--- src/rtl/dsr_pkg.sv ---
package dsr_pkg;
  typedef enum logic [1:0] {ST_IDLE, ST_SLOT, ST_GAP, ST_END} dsr_state_e;
  typedef enum logic [2:0] {EV_NONE, EV_BIT_A, EV_BIT_B, EV_SKIP, EV_END_ARM, EV_ERR} dsr_event_e;
endpackage

--- src/rtl/dsr_line_sync.sv ---
module dsr_line_sync #(
  parameter int STAGES = 2
) (
  input  logic clk_i,
  input  logic rst_ni,
  input  logic line_i,
  output logic level_o,
  output logic fall_o
);
  logic [STAGES-1:0] sync_q;
  logic              prev_q;

  // lines idle high: reset to 1 so no false fall after reset
  always_ff @(posedge clk_i or negedge rst_ni) begin
    if (!rst_ni) begin
      sync_q <= '1;
      prev_q <= 1'b1;
    end else begin
      sync_q <= {sync_q[STAGES-2:0], line_i};
      prev_q <= sync_q[STAGES-1];
    end
  end

  assign level_o = sync_q[STAGES-1];
  assign fall_o  = prev_q & ~sync_q[STAGES-1];
endmodule

--- src/rtl/dsr_edge_order.sv ---
module dsr_edge_order
  import dsr_pkg::*;
#(
  parameter int CNT_W = 3
) (
  input  logic [CNT_W-1:0] cnt_a_i,
  input  logic [CNT_W-1:0] cnt_b_i,
  input  logic             fall_a_i,
  input  logic             fall_b_i,
  input  logic             level_a_i,
  input  logic             level_b_i,
  input  logic             data_zero_i,
  input  logic             first_i,
  output dsr_event_e       event_o
);
  logic counts_eq, a_leads;

  assign counts_eq = (cnt_a_i == cnt_b_i);
  assign a_leads   = ({1'b0, cnt_a_i} == ({1'b0, cnt_b_i} + 1'b1));

  always_comb begin
    event_o = EV_NONE;
    if (fall_a_i && fall_b_i) begin
      event_o = EV_ERR;
    end else if (fall_a_i) begin
      if (counts_eq)
        event_o = EV_BIT_A;
      else if (cnt_a_i == CNT_W'(1) && cnt_b_i == '0 && data_zero_i && !level_b_i)
        event_o = EV_END_ARM;
      else
        event_o = EV_ERR;
    end else if (fall_b_i) begin
      if (a_leads)
        event_o = EV_BIT_B;
      else if (cnt_a_i == '0 && cnt_b_i == '0 && level_a_i && first_i)
        event_o = EV_SKIP;
      else
        event_o = EV_ERR;
    end
  end
endmodule

--- src/rtl/dsr_byte_engine.sv ---
module dsr_byte_engine
  import dsr_pkg::*;
#(
  parameter int BYTE_W = 8,
  parameter int CNT_W  = 3
) (
  input  logic              clk_i,
  input  logic              rst_ni,
  input  logic              start_i,
  input  logic              level_a_i,
  input  logic              level_b_i,
  input  logic              fall_a_i,
  input  logic              fall_b_i,
  input  dsr_event_e        event_i,
  output logic [CNT_W-1:0]  cnt_a_o,
  output logic [CNT_W-1:0]  cnt_b_o,
  output logic              data_zero_o,
  output logic              first_o,
  output logic [BYTE_W-1:0] byte_data_o,
  output logic              byte_valid_o,
  output logic              frame_end_o,
  output logic              frame_error_o
);
  localparam int PAIRS = BYTE_W / 2;
  localparam logic [CNT_W-1:0] LAST_B = CNT_W'(PAIRS - 1);

  dsr_state_e        state_q;
  logic [CNT_W-1:0]  cnt_a_q, cnt_b_q;
  logic [BYTE_W-1:0] shift_q;
  logic              first_q;

  always_ff @(posedge clk_i or negedge rst_ni) begin
    if (!rst_ni) begin
      state_q       <= ST_IDLE;
      cnt_a_q       <= '0;
      cnt_b_q       <= '0;
      shift_q       <= '0;
      first_q       <= 1'b0;
      byte_data_o   <= '0;
      byte_valid_o  <= 1'b0;
      frame_end_o   <= 1'b0;
      frame_error_o <= 1'b0;
    end else begin
      byte_valid_o  <= 1'b0;
      frame_end_o   <= 1'b0;
      frame_error_o <= 1'b0;
      unique case (state_q)
        ST_IDLE: begin
          if (start_i) begin
            cnt_a_q <= '0;
            cnt_b_q <= '0;
            shift_q <= '0;
            first_q <= 1'b1;
            state_q <= ST_SLOT;
          end
        end
        ST_SLOT: begin
          case (event_i)
            EV_BIT_A: begin
              shift_q <= {shift_q[BYTE_W-2:0], level_b_i};
              cnt_a_q <= cnt_a_q + 1'b1;
            end
            EV_BIT_B: begin
              shift_q <= {shift_q[BYTE_W-2:0], level_a_i};
              cnt_b_q <= cnt_b_q + 1'b1;
              if (cnt_b_q == LAST_B) state_q <= ST_GAP;
            end
            EV_SKIP:    first_q <= 1'b0;
            EV_END_ARM: state_q <= ST_END;
            EV_ERR: begin
              frame_error_o <= 1'b1;
              state_q       <= ST_IDLE;
            end
            default: ;
          endcase
        end
        ST_GAP: begin
          // byte released only once A is back high
          if (level_a_i) begin
            byte_data_o  <= shift_q;
            byte_valid_o <= 1'b1;
            cnt_a_q      <= '0;
            cnt_b_q      <= '0;
            shift_q      <= '0;
            first_q      <= 1'b1;
            state_q      <= ST_SLOT;
          end
        end
        ST_END: begin
          if (fall_a_i || fall_b_i) begin
            frame_error_o <= 1'b1;
            state_q       <= ST_IDLE;
          end else if (level_a_i && level_b_i) begin
            frame_end_o <= 1'b1;
            state_q     <= ST_IDLE;
          end
        end
        default: state_q <= ST_IDLE;
      endcase
    end
  end

  assign cnt_a_o     = cnt_a_q;
  assign cnt_b_o     = cnt_b_q;
  assign data_zero_o = (shift_q == '0);
  assign first_o     = first_q;
endmodule

--- src/rtl/alt_clk_deser.sv ---
module alt_clk_deser
  import dsr_pkg::*;
#(
  parameter int BYTE_W      = 8,
  parameter int SYNC_STAGES = 2
) (
  input  logic              clk_i,
  input  logic              rst_ni,
  input  logic              line_a_i,
  input  logic              line_b_i,
  input  logic              body_start_i,
  output logic [BYTE_W-1:0] byte_data_o,
  output logic              byte_valid_o,
  output logic              frame_end_o,
  output logic              frame_error_o
);
  localparam int PAIRS = BYTE_W / 2;
  localparam int CNT_W = $clog2(PAIRS + 1);

  logic [1:0] line_raw, line_lvl, line_fall;
  logic       a_lvl, b_lvl, fall_a, fall_b;
  logic [CNT_W-1:0] cnt_a, cnt_b;
  logic       data_zero, first;
  dsr_event_e ev;

  assign line_raw = {line_b_i, line_a_i};

  for (genvar i = 0; i < 2; i++) begin : g_line
    dsr_line_sync #(.STAGES(SYNC_STAGES)) u_sync (
      .clk_i  (clk_i),
      .rst_ni (rst_ni),
      .line_i (line_raw[i]),
      .level_o(line_lvl[i]),
      .fall_o (line_fall[i])
    );
  end

  assign a_lvl  = line_lvl[0];
  assign b_lvl  = line_lvl[1];
  assign fall_a = line_fall[0];
  assign fall_b = line_fall[1];

  dsr_edge_order #(.CNT_W(CNT_W)) u_order (
    .cnt_a_i    (cnt_a),
    .cnt_b_i    (cnt_b),
    .fall_a_i   (fall_a),
    .fall_b_i   (fall_b),
    .level_a_i  (a_lvl),
    .level_b_i  (b_lvl),
    .data_zero_i(data_zero),
    .first_i    (first),
    .event_o    (ev)
  );

  dsr_byte_engine #(.BYTE_W(BYTE_W), .CNT_W(CNT_W)) u_engine (
    .clk_i        (clk_i),
    .rst_ni       (rst_ni),
    .start_i      (body_start_i),
    .level_a_i    (a_lvl),
    .level_b_i    (b_lvl),
    .fall_a_i     (fall_a),
    .fall_b_i     (fall_b),
    .event_i      (ev),
    .cnt_a_o      (cnt_a),
    .cnt_b_o      (cnt_b),
    .data_zero_o  (data_zero),
    .first_o      (first),
    .byte_data_o  (byte_data_o),
    .byte_valid_o (byte_valid_o),
    .frame_end_o  (frame_end_o),
    .frame_error_o(frame_error_o)
  );
endmodule

--- config.mk ---
export PLATFORM = sky130hd
export DESIGN_NAME = alt_clk_deser
export DESIGN_NICKNAME = d
export VERILOG_FILES = /design/src/rtl/dsr_pkg.sv /design/src/rtl/dsr_line_sync.sv /design/src/rtl/dsr_edge_order.sv /design/src/rtl/dsr_byte_engine.sv /design/src/rtl/alt_clk_deser.sv
export SDC_FILE = /design/constraint.sdc
export NUM_CORES = 1
export LEC_CHECK = 0
export BUFFER_PORTS_ARGS = -buffer_cell sky130_fd_sc_hd__buf_2
export CORE_AREA = 2 2 69 51
export DETAILED_ROUTE_END_ITERATION = 7
export DIE_AREA = 0 0 71 53
export PLACE_DENSITY = 0.76
export SETUP_SLACK_MARGIN = 0.05
export SYNTH_ARGS = -nofsm -noshare
export SYNTH_HDL_FRONTEND = slang
export SYNTH_SLANG_ARGS = --single-unit
--- constraint.sdc ---
create_clock -name clk_i -period 2.6 [get_ports clk_i]
set_clock_uncertainty 0.1 [all_clocks]
set_input_delay 0.13 -clock clk_i [delete_from_list [all_inputs] [get_ports clk_i]]
set_output_delay 0.13 -clock clk_i [all_outputs]
set_load 0.01 [all_outputs]
==> impl_metrics.toml, run 1 <==
[run_status]
status = "finished, final reports clean"

[clock_network]
cts_buffer_depth = 2
insertion_delay_ns = 0.29
root_buffer = "clkbuf_8"
numCtsBuffers = 5
clock_sinks = 34
cts_tree = "done"
clk_pin_slew_ns = 0.07
cts-htree-levels = 2

[logic_synthesis]
synthTopCellsByCount = "dfrtp_1, nand2_1, inv_1"
synth_nets = 182
synthMostInstantiatedCell = "dfrtp_1"
synth-seq-area-share_pct = 49.8
yosysTopAreaCellShare_pct = 40.7
syn_inst = 171
synth_largest_area_cell = "dfrtp_1"
synth_area_leaders = "dfrtp_1, dfstp_2, nand2_1"
synth.distinct_cells = 44
ys_seq_elements = 34
ys_warn_count = 0
synth_ff_type = "dfrtp_1"
netlist_area_sq_um = 1720
synth_async_sr_flop_share_pct = 100
synth_edf_count = 0
avgSynthCellArea_sq_um = 10.1

[detailed_routing]
drt-initial-drc-count = 91
viasPerCell = 5.57
drc = 0
wire_per_inst_um = 16.2
ant_nets = 0
num_vias = 1304
drtPass1Iterations = 4
routed_wl_um = 3780

[cells_and_area]
antennaDiodeCount = 0
areaGrowthSynthToFinish_pct = 14.8
drive_gt1_share_pct = 20.9
fin_nets = 206
fillers = 254
fin_area_sq_um = 1980

[critical_path]
crit_path_end_kind = "flop"
path_class = "reg2reg"
timing.critical_path.mode_cell = "ha_1"
critical_path.max_fanout = 6
critPathBufInv = 1
arrival_ns = 2.57
regToRegEndpoint = "u_engine.shift_q[0]"
cpPeakStageDelay_ns = 0.44
cpMaxStageDelayCell = "dfrtp_1"
cp.required_ns = 2.68
start_kind = "flop"
reg2reg_slack_ns = 0.11
cp_cell_sequence = "ha_1 -> ha_1 -> xor2_1 -> and3_2 -> a31oi_4 -> a21oi_4 -> buf_12 -> mux2_4"
cp_top_family = "adder cells"
rr_startpoint = "u_engine.cnt_b_o[0]"
reg2reg_depth = 8

[die]
ioPinCount = 16
fp.dieH_um = 53
die-width_um = 71
core_sq_um = 3080
die_area_sq_um = 3760
initial_utilization_pct = 55.9
row_count = 17

[sta]
period_needed_ns = 2.49
finalSetupTns_ns = 0
holdWs_ns = 0.258
maxSlewViolCount = 0
finalSetupViolations = 0
maxSlewHeadroom_pct = 50.1
fin_crit_sh_pct = 95.7
finalHoldViolCount = 0
tightest_slew_ns = 0.749
fin_ws_ns = 0.111
rsz0062_at_grt = "no"
fmax_ghz = 0.402

[pwr]
p_sw_uw = 684
p_clk_share_pct = 20.4
combPwrFrac_pct = 39.0
intPower_uw = 1160
p_leak_uw = 0.000930
seq_power_share_pct = 40.6
power_per_cell_area_nw_per_um2 = 931
switching_share_pct = 37.1
ir_worst_vdd_uv = 574

[place]
pre_cts_ws_ns = 0.0712
place_area_sq_um = 1840
hpwl_um = 2770
port_buffers = 15
place_congestion = 1.03

[grt]
grt_pass1_vias = 1298
track_usage_pct = 23.3
antenna_found_initial = 0
grt_pass1_wl_um = 6320
grt.overflow.total = 0
grt_max_degree = 35

[run]
maxCapViolCount = 0

[min_path]
whs_endpoint = "g_line[1].u_sync.sync_q[1]"
hold_start = "g_line[1].u_sync.sync_q[0]"
hold_class = "reg2reg"
hold_path_depth = 0
==> power groups by stage <==
stage	Combinational (uW)	Sequential, uW	Clock, uW
4_1_cts	664	746	384
2_1_floorplan	504	734	0
6_report	718	748	375
3_5_place_dp	652	756	0
3_3_place_gp	626	750	0
5_1_grt	785	767	411
==> worst register-to-register path, delay by kind of cell, from the launching register on <==
| family | cells | cell delay (ns) |
|---|---|---|
| muxes | 1 | 0.28 |
| xor gates and xnor gates | 1 | 0.25 |
| AOI/OAI and AO/OA | 2 | 0.33 |
| DFF | 1 | 0.44 |
| adders and majority gates | 2 | 0.56 |
| buffers and inverters | 1 | 0.13 |
| and+or+nand+nor | 1 | 0.30 |
==> area by class of cell <==
| class | instances | area [sq um] | share of cell area [%] |
|---|---|---|---|
| Clock buffer | 8 | 80.1 | 4.05 |
| Inverter | 15 | 56.3 | 2.85 |
| Multi-Input combinational cell | 115 | 773 | 39.1 |
| Sequential cell | 34 | 858 | 43.4 |
| Tap cell | 38 | 47.5 | 2.40 |
| Timing Repair Buffer | 24 | 163 | 8.22 |
==> metal layers <==
layer  part of all wire (%)  vias to the layer above  track usage (%)
met5                      0                        -                0
met1                     47                      618             30.1
met4                    1.8                        0             10.1
met3                    6.9                        8             8.76
li1                       -                      630                -
met2                     44                       48             35.2
==> worst max-delay path by stage <==
stage,start,depth (start not counted),end
floorplan,u_engine.cnt_b_o[0],8,u_engine.shift_q[0]
global placement,u_engine.cnt_b_o[0],7,u_engine.shift_q[0]
detailed placement,u_engine.cnt_b_o[0],8,u_engine.shift_q[5]
CTS,u_engine.cnt_b_o[0],8,u_engine.shift_q[5]
global route,u_engine.cnt_b_o[0],8,u_engine.shift_q[0]
finish,u_engine.cnt_b_o[0],8,u_engine.shift_q[0]
==> state kept, by name, indices dropped and copies added (netlist names) <==
signal	count
u_engine.byte_data_o	8
u_engine.state_q	2
u_engine.cnt_b_o	3
u_engine.shift_q	8
u_engine.cnt_a_o	3
u_engine.first_o	1
u_engine.byte_valid_o	1
g_line.u_sync.prev_q	2
u_engine.frame_error_o	1
u_engine.frame_end_o	1
g_line.u_sync.sync_q	4
==> per-stage QoR <==
step | util [%] | instances | total power, uW
detailed placement | 59.6 | 221 | 1410
global placement | 59.6 | 221 | 1380
finish | 64.1 | 234 | 1840
global route | 64.1 | 234 | 1960
floorplan | - | 171 | 1240
CTS | 63.2 | 232 | 1790
==> cells by family (layout without fill, tap and decap cells) <==
logic type	Yosys count	after routing	synth area share, %
xor+xnor	6	6	3.49
buf+inv	22	47	5.37
mux	8	8	4.94
compound gates	32	32	13.3
simple gates	63	63	18.7
fa+ha+maj	6	6	4.36
flops	34	34	49.8
==> timing repair <==
item | 4_1_cts | 5_1_grt
pin swaps | 0 | 1
endpoints found under the hold margin | 30 | 0
hold buffers | 3 | 0
buffers inserted | 0 | 2
gates resized for setup | 1 | 0
setup endpoints to repair | 1 | 2
==> cell usage in the layout, fill, tap and decap left out, drive strengths merged, types with 5 or more instances in the layout <==
master and count:
dfstp 6, ha 6, a21oi 5, nand2 24, mux2i 7, nand3 7, inv 15, nand2b 5
nand4 5, dfrtp 28, o21ai 13, buf 21, clkbuf 8, nor2 7, xor2 5
(Power assumes the default switching activity.)
==> run 2: changes to the inputs <==
HOLD_SLACK_MARGIN = 0.15   (was default)
REMOVE_ABC_BUFFERS = 1   (was default)
==> run 2 against run 1 <==
Die area is the same. Via count grew 1.7%. Combinational power shrank 8.9%. Fmax grew 5.7%. Worst setup slack gained 0.13 ns. Sequential power is essentially flat. Critical endpoint is now u_engine.shift_q[6]. Largest cell class unchanged. Largest power group unchanged. Highest routed layer unchanged.
==> impl_metrics.toml, run 2 (synthesis results as in run 1) <==
[grt]
grt_max_degree = 35
grt_pass1_wl_um = 5820
antenna_found_initial = 0
grt.overflow.total = 0
track_usage_pct = 20.8
grt_pass1_vias = 1283

[critical_path]
critical_path.max_fanout = 7
regToRegEndpoint = "u_engine.shift_q[6]"
crit_path_end_kind = "flop"
path_class = "reg2reg"
start_kind = "flop"
reg2reg_depth = 8
arrival_ns = 2.45
critPathLaunch = "u_engine.cnt_b_o[0]"
reg2reg_slack_ns = 0.24
cp.required_ns = 2.70
rr_startpoint = "u_engine.cnt_b_o[0]"

[min_path]
hold_class = "reg2reg"
hold_path_depth = 0
whs_endpoint = "g_line[1].u_sync.sync_q[1]"
hold_start = "g_line[1].u_sync.sync_q[0]"

[pwr]
intPower_uw = 1130
p_sw_uw = 662
ir_worst_vdd_uv = 530
switching_share_pct = 36.9
p_leak_uw = 0.000912
power_per_cell_area_nw_per_um2 = 922
combPwrFrac_pct = 36.5
seq_power_share_pct = 41.8
p_clk_share_pct = 21.7

[sta]
finalSetupViolations = 0
maxSlewHeadroom_pct = 51.2
fmax_ghz = 0.425
rsz0062_at_grt = "no"
fin_crit_sh_pct = 90.6
finalHoldViolCount = 0
tightest_slew_ns = 0.732
maxSlewViolCount = 0
finalSetupTns_ns = 0
period_needed_ns = 2.36

[die]
row_count = 17
die_area_sq_um = 3760
core_sq_um = 3080
fp.dieH_um = 53
ioPinCount = 16
initial_utilization_pct = 55.9
die-width_um = 71

[run]
maxCapViolCount = 0

[clock_network]
clk_pin_slew_ns = 0.06
cts_buffer_depth = 2
cts-htree-levels = 2
cts_tree = "done"
insertion_delay_ns = 0.28
clock_sinks = 34
numCtsBuffers = 5
root_buffer = "clkbuf_8"
post_cts_buffers = 0

[cells_and_area]
final_common_cell = "dfrtp_1"
drive_gt1_share_pct = 19.8
largest_registers = "u_engine.byte_data_o x8, u_engine.shift_q x8, g_line.u_sync.sync_q x4"
antennaDiodeCount = 0
fin_nets = 202
areaGrowthSynthToFinish_pct = 12.9
fin_area_sq_um = 1950
layout_common_cells = "dfrtp_1, nand2_1, inv_1, buf_2, o21ai_0"

[detailed_routing]
drt-initial-drc-count = 132
wire_per_inst_um = 14.9
drc = 0
drtPass1Iterations = 4
viasPerCell = 5.77
num_vias = 1326
ant_nets = 0
routed_wl_um = 3420

[place]
port_buffers = 15
place_area_sq_um = 1820
hpwl_um = 2510
place_congestion = 0.938

[run_status]
status = "finished, final reports clean"
-- run 2: changes by cell type in the layout (fill, tap and decap cells not counted) --
| cell | previous run | this run |
|---|---|---|
| clkbuf_1 | 3 | 2 |
| clkbuf_8 | 5 | 6 |
| buf_12 | 1 | 0 |
| buf_4 | 5 | 2 |
-- run 2: area by class of cell --
| type | count | area [sq um] |
|---|---|---|
| Clock buffer | 8 | 90.1 |
| Fill cell | 245 | 1140 |
| Inverter | 15 | 56.3 |
| Multi-Input combinational cell | 115 | 773 |
| Sequential cell | 34 | 858 |
| Tap cell | 38 | 47.5 |
| Timing Repair Buffer | 20 | 120 |
-- run 2: power by group through the flow --
stage	Combinational (uW)	Sequential, uW	Clock (uW)
after detailed placement	633	758	0
after floorplan	463	743	0
final	654	750	389
after global routing	716	768	420
after CTS	642	749	401
after global placement	612	749	0
-- run 2: how the worst max path moves through the flow --
stage,depth (start not counted),slack (ns),to
floorplan,7,0.26,u_engine.shift_q[0]
global placement,8,0.33,u_engine.shift_q[6]
detailed placement,8,0.23,u_engine.shift_q[6]
CTS,8,0.22,u_engine.shift_q[6]
global route,8,0.12,u_engine.shift_q[3]
finish,8,0.24,u_engine.shift_q[6]
-- run 2: repair_timing --
action	in CTS	in global routing
hold buffers	3	0
endpoints found under the hold margin	30	0
setup endpoints to repair	0	1
resized for setup	0	1
-- run 2: critical path, cell delays in order (launching register included) --
cell	delay, ns
dfrtp_1	0.45
ha_1	0.23
ha_1	0.31
xor2_1	0.20
and3_2	0.29
a31oi_4	0.13
a21oi_4	0.17
buf_4	0.20
mux2i_1	0.20
-- run 2: stage by stage --
stage	std cells	worst slack (ns)	utilization, %	hold WS (ns)	power, uW
after global routing	230	0.117	63.1	0.264	1900
final	230	0.245	63.1	0.253	1790
after CTS	230	0.216	63.0	0.254	1790
after global placement	219	0.334	59.1	0.125	1360
after floorplan	164	0.260	-	-0.266	1210
after detailed placement	219	0.234	59.1	0.136	1390
-- run 2: per-layer routing --
| metal | share of wire [%] | GRT usage [%] | vias to the layer above |
|---|---|---|---|
| li1 | - | - | 622 |
| met1 | 46 | 27.5 | 622 |
| met2 | 43 | 32.2 | 69 |
| met3 | 8.5 | 6.10 | 13 |
| met4 | 2.0 | 9.12 | 0 |
| met5 | 0 | 0 | - |
==> run 3: changes to the inputs <==
CORE_AREA = 2 2 67 50   (was 2 2 69 51)
CTS_BUF_LIST = sky130_fd_sc_hd__clkbuf_4   (was default)
DIE_AREA = 0 0 69 52   (was 0 0 71 53)
PLACE_DENSITY = 0.79   (was 0.76)
TNS_END_PERCENT = 5   (was default)
==> run 3 against run 2 <==
Fmax fell by 1.3%. Wire length is 0.73% lower. Total power shrank 5.0%. Combinational power decreased by 0.9%. Hold slack worse by 0.059 ns. Core utilization is 1.5 points higher. Global-route usage rose by 0.47 points. Sequential power about the same. Largest cell class unchanged. Highest routed layer unchanged.
==> impl_metrics.toml, run 3 (synthesis results as in run 1) <==
[critical_path]
critical_path.max_fanout = 7
critPathLaunch = "u_engine.cnt_b_o[0]"
cp.required_ns = 2.76
reg2reg_depth = 8
start_kind = "flop"
timing.critical_path.mode_cell = "ha_1"
cp_cell_sequence = "ha_1 -> ha_1 -> xor2_1 -> and3_1 -> a31oi_4 -> a21oi_4 -> buf_4 -> mux2i_1"
crit_path_end_kind = "flop"
cpPeakStageDelay_ns = 0.46
cpMaxStageDelayCell = "dfrtp_1"
regToRegEndpoint = "u_engine.shift_q[6]"
reg2reg_slack_ns = 0.21
rr_startpoint = "u_engine.cnt_b_o[0]"
arrival_ns = 2.55
path_class = "reg2reg"

[detailed_routing]
viasPerCell = 5.62
num_vias = 1298
drtPass1Iterations = 4
wire_per_inst_um = 14.7
routed_wl_um = 3400
drt-initial-drc-count = 148
ant_nets = 0
drc = 0

[clock_network]
numCtsBuffers = 5
clk_pin_slew_ns = 0.11
cts_buffer_depth = 2
cts_tree = "done"
root_buffer = "clkbuf_4"
insertion_delay_ns = 0.35
cts-htree-levels = 2
post_cts_buffers = 0
clock_sinks = 34

[die]
die_area_sq_um = 3590
fp.dieH_um = 52
row_count = 17
die-width_um = 69
core_sq_um = 2980
initial_utilization_pct = 57.9
ioPinCount = 16

[grt]
grt.overflow.total = 0
track_usage_pct = 21.3
antenna_found_initial = 0
grt_pass1_wl_um = 5710
grt_pass1_vias = 1223
grt_max_degree = 35

[min_path]
hold_class = "in2reg"
hold_path_depth = 5
whs_endpoint = "u_engine.cnt_a_o[2]"
hold_start = "body_start_i"

[sta]
holdWs_ns = 0.194
finalHoldViolCount = 0
maxSlewHeadroom_pct = 51.3
maxSlewViolCount = 0
finalSetupTns_ns = 0
fin_crit_sh_pct = 91.8
fmax_ghz = 0.419
rsz0062_at_grt = "no"
tightest_slew_ns = 0.731
period_needed_ns = 2.39
finalSetupViolations = 0

[place]
port_buffers = 15
place_congestion = 0.928
hpwl_um = 2470
dp.cells = 220

[pwr]
power_per_cell_area_nw_per_um2 = 887
p_leak_uw = 0.000909
ir_worst_vdd_uv = 476

[cells_and_area]
antennaDiodeCount = 0
fillers = 244
largest_registers = "u_engine.byte_data_o x8, u_engine.shift_q x8, g_line.u_sync.sync_q x4"
fin_nets = 203
layout.cells.non_filler = 231
layout_common_cells = "dfrtp_1, nand2_1, inv_1, buf_2, o21ai_0"
final_common_cell = "dfrtp_1"
areaGrowthSynthToFinish_pct = 11.5
drive_gt1_share_pct = 20.7

[run_status]
status = "finished, final reports clean"

[run]
maxCapViolCount = 0
-- run 3: changes by cell type in the layout (fill, tap and decap cells not counted) --
cell,delta
and3_1,+1
and3_2,-1
buf_4,+1
clkbuf_1,-2
clkbuf_4,+8
clkbuf_8,-6
-- run 3: power by group --
group	total (uW)	switching (uW)	internal, uW
Clock	309	170	139
Sequential	747	107	640
Combinational	648	371	277
-- run 3: area by class of cell --
type	count	area (sq um)	share of cell area [%]
flip-flops and latches	34	858	44.7
well taps	38	47.5	2.47
clock buffers	8	60.1	3.13
multi-input cells	115	772	40.2
inverters	15	56.3	2.93
repair buffers	21	128	6.64
-- run 3: per-stage QoR --
step           instance area, sq um  power [uW]  setup WS (ns)  util (%)
5_1_grt                        1920        1820         0.0615      64.5
3_3_place_gp                   1830        1370          0.336      61.5
3_5_place_dp                   1830        1400          0.235      61.5
2_1_floorplan                  1690        1210          0.260         -
4_1_cts                        1920        1710          0.218      64.5
6_report                       1920        1700          0.213      64.5
-- run 3: what timing repair did --
| action | in CTS | in global routing |
|---|---|---|
| endpoints found under the hold margin | 30 | 0 |
| setup endpoints to repair | 0 | 0 |
| resized for setup | 0 | 0 |
| hold buffers | 3 | 0 |
-- run 3: how the worst max path moves through the flow --
stage	end	slack, ns
2_1_floorplan	u_engine.shift_q[0]	0.26
3_5_place_dp	u_engine.shift_q[2]	0.24
4_1_cts	u_engine.shift_q[2]	0.22
6_report	u_engine.shift_q[6]	0.21
3_3_place_gp	u_engine.shift_q[6]	0.34
5_1_grt	u_engine.shift_q[2]	0.06
-- run 3: worst max-delay path: cells and delay by family, from the launching register on --
family	cells	cell delay (ns)
flip-flops	1	0.46
buffers and inverters	1	0.20
AO/OA/AOI/OAI	2	0.32
adder cells (fa/ha/maj)	2	0.53
multiplexers	1	0.20
AND/OR/NAND/NOR	1	0.32
XOR/XNOR	1	0.18
-- run 3: per-layer routing --
layer  global-route usage, %  share of wire [%]
met5                       0                  0
met4                    13.4                2.2
met3                    5.81                5.7
met2                    32.5                 46
met1                    27.3                 46
